**src/rtl/fpcc_pkg.sv**
```systemverilog
package fpcc_pkg;
  typedef enum logic [1:0] {
    OP_BRANCH = 2'd0,
    OP_DECBR  = 2'd1,
    OP_SETB   = 2'd2,
    OP_TRAP   = 2'd3
  } fpcc_op_e;

  localparam logic [2:0] EXT_HALF = 3'd2;
  localparam logic [2:0] EXT_FULL = 3'd3;
  localparam logic [2:0] EXT_NONE = 3'd4;
endpackage

```
**src/rtl/fpcc_pred_eval.sv**
```systemverilog
module fpcc_pred_eval (
  input  logic [5:0] pred,
  input  logic [3:0] cc_nib,
  output logic       truth,
  output logic       pred_bad
);
  logic c_nan, c_zero, c_neg;
  logic unused_bits;

  assign c_nan  = cc_nib[0];
  assign c_zero = cc_nib[2];
  assign c_neg  = cc_nib[3];
  // signaling-variant bit and infinity flag carry no weight in the verdict
  assign unused_bits = pred[4] ^ cc_nib[1];
  assign pred_bad = pred[5];

  always_comb begin
    unique case (pred[3:0])
      4'h0: truth = 1'b0;
      4'h1: truth = c_zero;
      4'h2: truth = !c_neg && !c_zero && !c_nan;
      4'h3: truth = c_zero || (!c_neg && !c_nan);
      4'h4: truth = c_neg && !c_nan && !c_zero;
      4'h5: truth = (c_neg && !c_nan) || c_zero;
      4'h6: truth = !c_nan && !c_zero;
      4'h7: truth = !c_nan;
      4'h8: truth = c_nan;
      4'h9: truth = c_nan || c_zero;
      4'hA: truth = c_nan || (!c_neg && !c_zero);
      4'hB: truth = c_nan || c_zero || !c_neg;
      4'hC: truth = c_nan || (c_neg && !c_zero);
      4'hD: truth = c_neg || c_zero || c_nan;
      4'hE: truth = !c_zero;
      default: truth = 1'b1;
    endcase
  end
endmodule

```
**src/rtl/fpcc_loop_ctr.sv**
```systemverilog
module fpcc_loop_ctr #(
  parameter int CNT_W = 16
) (
  input  logic [CNT_W-1:0] cnt_in,
  output logic [CNT_W-1:0] cnt_dec,
  output logic             expired
);
  assign cnt_dec = cnt_in - CNT_W'(1);
  // the count has run past zero once the new value is all ones
  assign expired = &cnt_dec;
endmodule

```
**src/rtl/fpcc_pc_sel.sv**
```systemverilog
module fpcc_pc_sel
  import fpcc_pkg::*;
#(
  parameter int PC_W    = 32,
  parameter int SHORT_W = 16
) (
  input  fpcc_op_e          op,
  input  logic              truth,
  input  logic              bad,
  input  logic              expired,
  input  logic [PC_W-1:0]   pc_in,
  input  logic [PC_W-1:0]   disp,
  input  logic              disp_long,
  input  logic [2:0]        trap_ext,
  output logic [PC_W-1:0]   pc_nxt
);
  localparam int SHORT_BYTES = SHORT_W / 8;
  localparam int LONG_BYTES  = PC_W / 8;

  logic [PC_W-1:0] disp_short;
  logic [PC_W-1:0] disp_sel;
  logic [PC_W-1:0] pc_short_skip;
  logic [PC_W-1:0] pc_long_skip;
  logic [PC_W-1:0] pc_short_tgt;

  generate
    if (PC_W > SHORT_W) begin : g_sext
      assign disp_short = {{(PC_W-SHORT_W){disp[SHORT_W-1]}}, disp[SHORT_W-1:0]};
    end else begin : g_plain
      assign disp_short = disp;
    end
  endgenerate

  assign disp_sel      = disp_long ? disp : disp_short;
  assign pc_short_skip = pc_in + PC_W'(SHORT_BYTES);
  assign pc_long_skip  = pc_in + PC_W'(LONG_BYTES);
  assign pc_short_tgt  = pc_in + disp_short;

  always_comb begin
    pc_nxt = pc_in;
    if (!bad) begin
      unique case (op)
        OP_BRANCH: begin
          if (truth)          pc_nxt = pc_in + disp_sel;
          else if (disp_long) pc_nxt = pc_long_skip;
          else                pc_nxt = pc_short_skip;
        end
        OP_DECBR: begin
          if (truth || expired) pc_nxt = pc_short_skip;
          else                  pc_nxt = pc_short_tgt;
        end
        OP_SETB: pc_nxt = pc_in;
        default: begin
          if (trap_ext == EXT_HALF)      pc_nxt = pc_short_skip;
          else if (trap_ext == EXT_FULL) pc_nxt = pc_long_skip;
          else                           pc_nxt = pc_in;
        end
      endcase
    end
  end
endmodule

```
**src/rtl/fpcc_branch_unit.sv**
```systemverilog
module fpcc_branch_unit
  import fpcc_pkg::*;
#(
  parameter int PC_W     = 32,
  parameter int CNT_W    = 16,
  parameter int SB_W     = 8,
  parameter int VEC_W    = 8,
  parameter int TRAP_VEC = 7
) (
  input  logic              clk,
  input  logic              rst_n,
  input  logic              start,
  input  logic [1:0]        op_sel,
  input  logic [5:0]        pred,
  input  logic [3:0]        cc_nib,
  input  logic [PC_W-1:0]   pc_in,
  input  logic [PC_W-1:0]   disp,
  input  logic              disp_long,
  input  logic [CNT_W-1:0]  cnt_in,
  input  logic [2:0]        trap_ext,
  output logic              done,
  output logic [PC_W-1:0]   pc_next,
  output logic [CNT_W-1:0]  cnt_out,
  output logic [SB_W-1:0]   set_byte,
  output logic              trap_req,
  output logic [VEC_W-1:0]  trap_vec,
  output logic              invalid
);
  localparam int SHORT_W = 16;

  // reset synchronizer: asserts at once, releases on the clock
  logic [1:0] rst_pipe;
  logic       rst_q;
  always_ff @(posedge clk or negedge rst_n) begin
    if (!rst_n) rst_pipe <= 2'b00;
    else        rst_pipe <= {rst_pipe[0], 1'b1};
  end
  assign rst_q = rst_pipe[1];

  fpcc_op_e         op;
  logic             truth, pred_bad, ext_ok, bad, expired;
  logic [CNT_W-1:0] cnt_dec;
  logic [PC_W-1:0]  pc_calc;

  assign op     = fpcc_op_e'(op_sel);
  assign ext_ok = (trap_ext == EXT_HALF) || (trap_ext == EXT_FULL) || (trap_ext == EXT_NONE);
  assign bad    = pred_bad || ((op == OP_TRAP) && !ext_ok);

  fpcc_pred_eval u_pred (
    .pred     (pred),
    .cc_nib   (cc_nib),
    .truth    (truth),
    .pred_bad (pred_bad)
  );

  fpcc_loop_ctr #(.CNT_W(CNT_W)) u_loop (
    .cnt_in  (cnt_in),
    .cnt_dec (cnt_dec),
    .expired (expired)
  );

  fpcc_pc_sel #(.PC_W(PC_W), .SHORT_W(SHORT_W)) u_pc (
    .op        (op),
    .truth     (truth),
    .bad       (bad),
    .expired   (expired),
    .pc_in     (pc_in),
    .disp      (disp),
    .disp_long (disp_long),
    .trap_ext  (trap_ext),
    .pc_nxt    (pc_calc)
  );

  // next-state
  logic [CNT_W-1:0] nx_cnt;
  logic [SB_W-1:0]  nx_sb;
  logic             nx_trap;
  logic [VEC_W-1:0] nx_vec;

  always_comb begin
    nx_cnt  = cnt_in;
    nx_sb   = '0;
    nx_trap = 1'b0;
    if (!bad) begin
      if (op == OP_DECBR && !truth) nx_cnt  = cnt_dec;
      if (op == OP_SETB && truth)   nx_sb   = '1;
      if (op == OP_TRAP && truth)   nx_trap = 1'b1;
    end
    nx_vec = nx_trap ? VEC_W'(TRAP_VEC) : '0;
  end

  // registers
  always_ff @(posedge clk or negedge rst_q) begin
    if (!rst_q) begin
      done     <= 1'b0;
      pc_next  <= '0;
      cnt_out  <= '0;
      set_byte <= '0;
      trap_req <= 1'b0;
      trap_vec <= '0;
      invalid  <= 1'b0;
    end else begin
      done <= start;
      if (start) begin
        pc_next  <= pc_calc;
        cnt_out  <= nx_cnt;
        set_byte <= nx_sb;
        trap_req <= nx_trap;
        trap_vec <= nx_vec;
        invalid  <= bad;
      end
    end
  end

  // assertions
  assert_done_idle_R2: assert property (@(posedge clk) disable iff (!rst_q)
    !start |=> !done);
  assert_hold_R2: assert property (@(posedge clk) disable iff (!rst_q)
    !start |=> $stable(pc_next) && $stable(cnt_out) && $stable(set_byte));
  assert_decbr_true_R6: assert property (@(posedge clk) disable iff (!rst_q)
    (start && op == OP_DECBR && truth && !bad) |=> cnt_out == $past(cnt_in));
  assert_setbyte_R8: assert property (@(posedge clk) disable iff (!rst_q)
    set_byte == '0 || set_byte == '1);
  assert_trap_vec_R9: assert property (@(posedge clk) disable iff (!rst_q)
    trap_req |-> trap_vec == VEC_W'(TRAP_VEC));
  assert_invalid_quiet_R10: assert property (@(posedge clk) disable iff (!rst_q)
    invalid |-> !trap_req && set_byte == '0);
  assert_cnt_keep_R11: assert property (@(posedge clk) disable iff (!rst_q)
    (start && op != OP_DECBR) |=> cnt_out == $past(cnt_in));
endmodule

```
**config.mk**
```make
export PLATFORM = sky130hd
export DESIGN_NAME = fpcc_branch_unit
export DESIGN_NICKNAME = d
export VERILOG_FILES = /design/src/rtl/fpcc_pkg.sv /design/src/rtl/fpcc_pred_eval.sv /design/src/rtl/fpcc_loop_ctr.sv /design/src/rtl/fpcc_pc_sel.sv /design/src/rtl/fpcc_branch_unit.sv
export SDC_FILE = /design/constraint.sdc
export NUM_CORES = 1
export LEC_CHECK = 0
export BUFFER_PORTS_ARGS = -buffer_cell sky130_fd_sc_hd__buf_2
export CAP_MARGIN = 20
export CORE_UTILIZATION = 48
export CTS_BUF_LIST = sky130_fd_sc_hd__clkbuf_16
export DETAILED_ROUTE_END_ITERATION = 7
export GPL_ROUTABILITY_DRIVEN = 0
export GPL_TIMING_DRIVEN = 0
export PLACE_DENSITY = 0.71
export REMOVE_ABC_BUFFERS = 1
export SETUP_SLACK_MARGIN = 0.05
export SLEW_MARGIN = 20
export SYNTH_ARGS = -nofsm -noshare
export SYNTH_HDL_FRONTEND = slang
export SYNTH_SLANG_ARGS = --single-unit
```
**constraint.sdc**
```tcl
create_clock -name clk -period 4.1 [get_ports clk]
set_input_delay 0.205 -clock clk [delete_from_list [all_inputs] [get_ports clk]]
set_output_delay 0.205 -clock clk [all_outputs]
set_load 0.01 [all_outputs]
```
**After elaboration in Yosys (flattened, before gate mapping)**

Cells that the tools add are included.

- Output and inout bits: 67
- Register bits: 69
- Word-level logic and storage cells: 80
- Input port bits: 99

- Mux-type cells: 16
- Eq/ne operators: 20
- Add/sub/neg operators: 5
- Reduce and logical (&&, ||, !) cells: 31

Operators with widths:

| kind | count |
|---|---|
| 32-bit 2-to-1 mux | 7 |
| 32-bit case mux with 3 select lines | 1 |
| 32-bit adder | 2 |
| 32-bit by 2-bit adder with 32-bit output, second input constant | 1 |
| 32-bit by 3-bit adder with 32-bit output, second input constant | 1 |
| 16-bit 2-to-1 mux | 2 |
| 4-bit == test, second input constant | 7 |
| 4-bit by 3-bit == test with 1-bit output, second input constant | 4 |
| 8-bit 2-to-1 mux | 2 |
| 16-bit AND reduction | 1 |
| 16-bit by 1-bit subtractor with 16-bit output, second input constant | 1 |
| 1-bit case mux with 15 select lines | 1 |
| 1-bit logical OR | 12 |
| 1-bit logical AND | 11 |
| 4-bit by 2-bit == test with 1-bit output, second input constant | 2 |
| 3-bit by 2-bit == test with 1-bit output, second input constant | 2 |
| 1-bit logical NOT | 5 |
| 2-bit == test, second input constant | 2 |
| 4-bit by 1-bit == test with 1-bit output, second input constant | 1 |
| 4-bit logical NOT | 1 |
| 3-bit == test, second input constant | 1 |
| 3-bit 2-to-1 mux | 1 |
| 2-bit by 1-bit == test with 1-bit output, second input constant | 1 |
| 2-bit logical NOT | 1 |
| 1-bit 2-to-1 mux | 2 |

**Longest topological paths before layout**

- Depth after elaboration: 8
- Mapped depth: 17
- Gate-level depth less buffers: 13

**Cells and area by module**

From an unflattened synthesis, not the netlist that was laid out.

- Cell total of the unflattened synthesis: 1237
- Area, all modules: 8819.7 sq um

By module, submodules not included:

| module | instances | area an instance (sq um) | cells an instance |
|---|---|---|---|
| fpcc_pc_sel | 1 | 5982.0 | 987 |
| fpcc_branch_unit | 1 | 2287.2 | 170 |
| fpcc_loop_ctr | 1 | 488.0 | 70 |
| fpcc_pred_eval | 1 | 62.6 | 10 |

**Least setup slack after synthesis**

No wires, ideal clock.

- Path kind: input-to-reg
- From: input disp_long
- To: register pc_next[30]
- Required time: 3968 ps
- Buffers on the path: 4
- Cell stages on the path: 16
- Setup time: 132 ps
- Arrival time: 3104 ps
- Setup slack: 864 ps
- Cells stage by stage: clkbuf_1 > nand2b_1 > clkbuf_1 > clkbuf_1 > nand2_1 > ha_1 > clkbuf_1 > a21oi_1 > o21ai_0 > a22o_1 > a211o_1 > a31oi_1 > o21ai_0 > xor2_1 > a221oi_1 > a211oi_1

- Cells in the longest elaborated chain, start to end: 5

RTL lines:

| item | RTL line | text |
|---|---|---|
| start, declared | fpcc_branch_unit.sv:18 | `input logic disp_long,` |
| 32-bit 2-to-1 mux | fpcc_pc_sel.sv:34 | `assign disp_sel = disp_long ? disp : disp_short;` |
| 32-bit adder | fpcc_pc_sel.sv:44 | `if (truth) pc_nxt = pc_in + disp_sel;` |
| 32-bit 2-to-1 mux * | fpcc_pc_sel.sv:44 |  |
| 32-bit case mux with 3 select lines * | fpcc_pc_sel.sv:42 | `unique case (op)` |
| 32-bit 2-to-1 mux * | fpcc_pc_sel.sv:41 | `if (!bad) begin` |
| end signal, assigned | fpcc_branch_unit.sv:105 | `pc_next <= pc_calc;` |
| end, declared | fpcc_branch_unit.sv:22 | `output logic [PC_W-1:0] pc_next,` |

Every way passes the cells marked *; elsewhere a longest branch is shown, timed or not.
A chain may end at the register's enable or synchronous reset.

**Final worst setup path**

- From: input op_sel[1]
- To: register pc_next[30]

- Cells in the longest elaborated chain, start to end: 4

RTL lines:

| item | RTL line | text |
|---|---|---|
| start, declared | fpcc_branch_unit.sv:13 | `input logic [1:0] op_sel,` |
| parallel branches: the longest is 3 deep, another holds 32-bit case mux with 3 select lines | n/a |  |
| 32-bit 2-to-1 mux * | fpcc_pc_sel.sv:41 |  |

Mark *: on every way between the ends.

==> results by group <==
Outcome
  • Run status: completed

Flow run
  • Max cap viols: 0

Yosys
  • Share of Yosys cell area claimed by the top area cell type: 0.160
  • Total standard cell area after synthesis: ~8500 um^2
  • Yosys top cell by area: sky130_fd_sc_hd__dfrtp_1
  • Flip-flop and latch count after synthesis: 54
  • Mean instance size in the synthesized netlist: 6.87 um^2
  • Most frequently used flop master after synthesis: sky130_fd_sc_hd__dfrtp_1
  • Share of synthesized flip-flops with an asynchronous set or reset: 1.00
  • Part of the Yosys area used for sequential elements: 0.160
  • Count of different cell masters after synthesis: 75
  • Post-Syn Instances: 1232
  • Synth Warn #: 0
  • Number of enable-type register cells in the synthesized netlist: 0
  • Cell types occupying the most area after synthesis: sky130_fd_sc_hd__dfrtp_1 16%, sky130_fd_sc_hd__a21oi_1 7.4%, sky130_fd_sc_hd__ha_1 7.4%, sky130_fd_sc_hd__nand2_1 6.9%, sky130_fd_sc_hd__o21ai_0 6.0%

Finish
  • NumNets Final: 1452
  • Final antenna diode count: 0
  • Multi-input gate area: 6640 um^2
  • Count of placed standard cells in the final layout, fillers left out: 1528
  • Fillcell total: ~1800
  • Post-route cell area: ~9400 um^2
  • Storage element area: 1360 um^2
  • Share of final-layout standard cells stronger than drive strength 1: 0.152
  • Post-synthesis to final-layout area growth: 10.6%

STA
  • Hold Violations, Final: 0
  • Final setup skew: 0.0105 ns
  • Max transition margin: 0.201
  • Fin worst setup slack: approximately 0.32 ns
  • # setup viols final: 0
  • Highest achievable clock rate: 264 MHz
  • Max Slew Vio Count: 0
  • Transition time at the pin with the least slew margin: 1.19 ns
  • Worst hold slack: about 0.21 ns
  • Unrepaired setup endpoints after global routing: no
  • Final critical-path required period: ~3.8 ns
  • Final worst-path cycle share: 0.923

Floorplanning
  • Die H: 135 um
  • Cell Rows: 48
  • Area enclosed by the die boundary: 18200 um^2
  • Starting Density: 0.491
  • Core Footprint: between 15000 and 20000 um^2
  • Die Span X: 135 um
  • Count of pins on the block boundary: 166

Routing
  • Via count: 9837
  • Final routed wirelength across all metal layers: 29300 um
  • Post-route antenna net violation count: 0
  • 1st-iter DRT viols: 1045
  • Number of search-and-repair iterations in the first detailed-routing pass: 5
  • Wire length per cell after detailed routing: around 19 um
  • Via/cell ratio: 6.44
  • Number of remaining DRC errors: 0

Place
  • Post-Place Worst Slack: -0.0621 ns
  • Cell count after placement: ~1500
  • Post-detailed-placement half-perimeter wirelength: between 20000 and 25000 um
  • Placement Cell Area: 9190 um^2
  • Number of input and output port buffers inserted: 158

CTS
  • Max clock buf depth: 2
  • Buffer type at the clock tree root: sky130_fd_sc_hd__clkbuf_16
  • Clock latency reported for the late side of the worst-skew pair: 0.30 ns
  • Maximum level of the CTS H-tree: 2
  • Num Clock Sinks: 54
  • Clock slew seen by the registers of the worst setup and hold paths: 0.07 ns
  • Post-CTS setup-driven buffer insertion count: 0
  • Number of CTS-inserted buffers: 5
  • TritonCTS clock tree: yes

Hold path
  • Class of the tightest hold or removal check: in -> async

Global route
  • Number of global-route vias before repair: between 8000 and 9000
  • Global-route wire length before repair: 46200 um
  • Number of antenna violations at the first check in global routing: 1
  • Pin count of the biggest net entering global routing: 72
  • GR Util All Layers: 0.321
  • Final global-route overflow total: 0

Pwr
  • Cell leakage power: 3.89 nW
  • Worst vdd ir: between 0.00015 and 0.0002 V
  • Total power draw: 2.25 mW
  • Pwr dens: about 240 nW/um^2

Setup path
  • Category of the worst setup path capture point: register
  • CP Data Arrival Time: slightly below 4 ns
  • Critical Path Source Type: input port
  • Required time of the worst setup path: approximately 4.3 ns
  • Biggest fanout along the worst timing path: 49
  • Worst setup path category: in -> reg
## flip-flops by register name, summed over array words and instances (netlist names)
signal and cells:
cnt_out 16, set_byte 1, trap_vec 1, invalid 1
rst_pipe 2, done 1, pc_next 32
## per-stage QoR
| stage | TNS (ns) | util |
|---|---|---|
| after floorplan | 0 | - |
| after global placement | -23.69 | 0.527 |
| after detailed placement | -0.0621 | 0.533 |
| after CTS | 0 | 0.542 |
| after global routing | 0 | 0.543 |
| final | 0 | 0.543 |
## power by group
part	switching [mW]	internal, mW	leakage [nW]
clock	0.217	0.227	0.0698
sequential	0.0472	0.594	0.620
combinational	0.720	0.440	3.20
## per-layer routing
metal	vias up	part of all wire	GRT usage
met2	613	0.43	0.497
met4	2	0.033	0.118
li1	4661	-	-
met5	-	0.00031	0
met1	4471	0.41	0.446
met3	90	0.12	0.0522
## critical path: stages
cell,delay (ns)
sky130_fd_sc_hd__buf_2,0.74
sky130_fd_sc_hd__nand2_2,0.49
sky130_fd_sc_hd__nor2_1,0.34
sky130_fd_sc_hd__a21o_1,0.68
sky130_fd_sc_hd__nor2_1,0.31
sky130_fd_sc_hd__nand2_1,0.35
sky130_fd_sc_hd__o31ai_1,0.12
sky130_fd_sc_hd__a21oi_1,0.17
sky130_fd_sc_hd__o311ai_0,0.18
sky130_fd_sc_hd__a221oi_1,0.26
sky130_fd_sc_hd__a211oi_1,0.07
## layout make-up
| type | instances | area share |
|---|---|---|
| multi-input combinational | 1060 | 0.709 |
| sequential | 54 | 0.145 |
| timing repair buffer | 162 | 0.0935 |
| tap | 225 | 0.0301 |
| clock buffer | 5 | 0.0134 |
| inverter | 19 | 0.00761 |
| clock inverter | 3 | 0.00227 |
## what timing repair did
item | CTS | global route
endpoints found under the setup margin | 0 | 6
resized for setup | 0 | 3
hold buffers | 1 | 0
endpoints found under the hold margin | 2 | 0
## worst paths after layout
check / slack (ns) / depth (start not counted) / from / endpoint
max: 0.32 / 11 / op_sel[1] / pc_next[30]
min: 0.21 / 2 / rst_n / rst_pipe[1]
max reg2reg: 2.98 / 3 / pc_next[31] / pc_next[31]
min reg2reg: 0.35 / 0 / rst_pipe[0] / rst_pipe[1]
max in group asynchronous: 3.22 / 0 / rst_pipe[1] / pc_next[19]
min in group clk: 0.21 / 1 / start / done
## layout by cell type, fill, tap and decap left out, types with 8 or more instances in the layout
| master | Yosys | routed |
|---|---|---|
| sky130_fd_sc_hd__xnor2_1 | 57 | 57 |
| sky130_fd_sc_hd__buf_2 | 4 | 156 |
| sky130_fd_sc_hd__nand2b_1 | 11 | 11 |
| sky130_fd_sc_hd__mux2i_1 | 14 | 14 |
| sky130_fd_sc_hd__a21oi_1 | 125 | 124 |
| sky130_fd_sc_hd__nand4_1 | 20 | 20 |
| sky130_fd_sc_hd__o21bai_1 | 8 | 8 |
| sky130_fd_sc_hd__nand2_1 | 155 | 154 |
| sky130_fd_sc_hd__a211oi_1 | 24 | 24 |
| sky130_fd_sc_hd__nor2_1 | 122 | 122 |
| sky130_fd_sc_hd__inv_1 | 19 | 19 |
| sky130_fd_sc_hd__nor4_1 | 13 | 13 |
| sky130_fd_sc_hd__o211ai_1 | 17 | 17 |
| sky130_fd_sc_hd__a221oi_1 | 9 | 9 |
| sky130_fd_sc_hd__a21o_1 | 28 | 28 |
| sky130_fd_sc_hd__and3_1 | 14 | 14 |
| sky130_fd_sc_hd__or3_1 | 12 | 12 |
| sky130_fd_sc_hd__xor2_1 | 46 | 46 |
| sky130_fd_sc_hd__a31oi_1 | 19 | 19 |
| sky130_fd_sc_hd__o21ai_0 | 102 | 102 |
| sky130_fd_sc_hd__dfrtp_1 | 54 | 53 |
| sky130_fd_sc_hd__nand3_1 | 34 | 34 |
| sky130_fd_sc_hd__nor2b_1 | 10 | 10 |
| sky130_fd_sc_hd__nor3_1 | 32 | 29 |
| sky130_fd_sc_hd__ha_1 | 50 | 50 |
| sky130_fd_sc_hd__o22ai_1 | 9 | 9 |
## Yosys cell counts (all sizes together), types with 5 or more instances
| cell | instances |
|---|---|
| nor2b | 10 |
| mux2i | 14 |
| o22ai | 9 |
| o31ai | 6 |
| nand4 | 20 |
| or3 | 12 |
| nor4 | 15 |
| o221ai | 7 |
| ha | 50 |
| o21bai | 8 |
| nand3 | 34 |
| and4 | 6 |
| or4 | 7 |
| nand2b | 11 |
| a21oi | 125 |
| buf | 30 |
| inv | 19 |
| a31oi | 19 |
| o311ai | 9 |
| a221oi | 9 |
| a21o | 28 |
| xnor2 | 57 |
| a211oi | 24 |
| nor3 | 32 |
| a211o | 5 |
| nor2 | 122 |
| o21ai | 104 |
| o211ai | 17 |
| o21a | 6 |
| dfrtp | 54 |
| xor2 | 46 |
| clkbuf | 73 |
| and3 | 14 |
| nand2 | 156 |
| and2 | 7 |
| or2 | 6 |
## cell families after synthesis
logic type / share of synthesized area
and+or+nand+nor: 0.261
AOI/OAI and AO/OA: 0.310
buffers and inverters: 0.0641
xor gates and xnor gates: 0.107
DFF: 0.160
adders and majority gates: 0.0762
muxes: 0.0219
other: 0.000887
No activity file was read; power rests on OpenSTA's default activity.
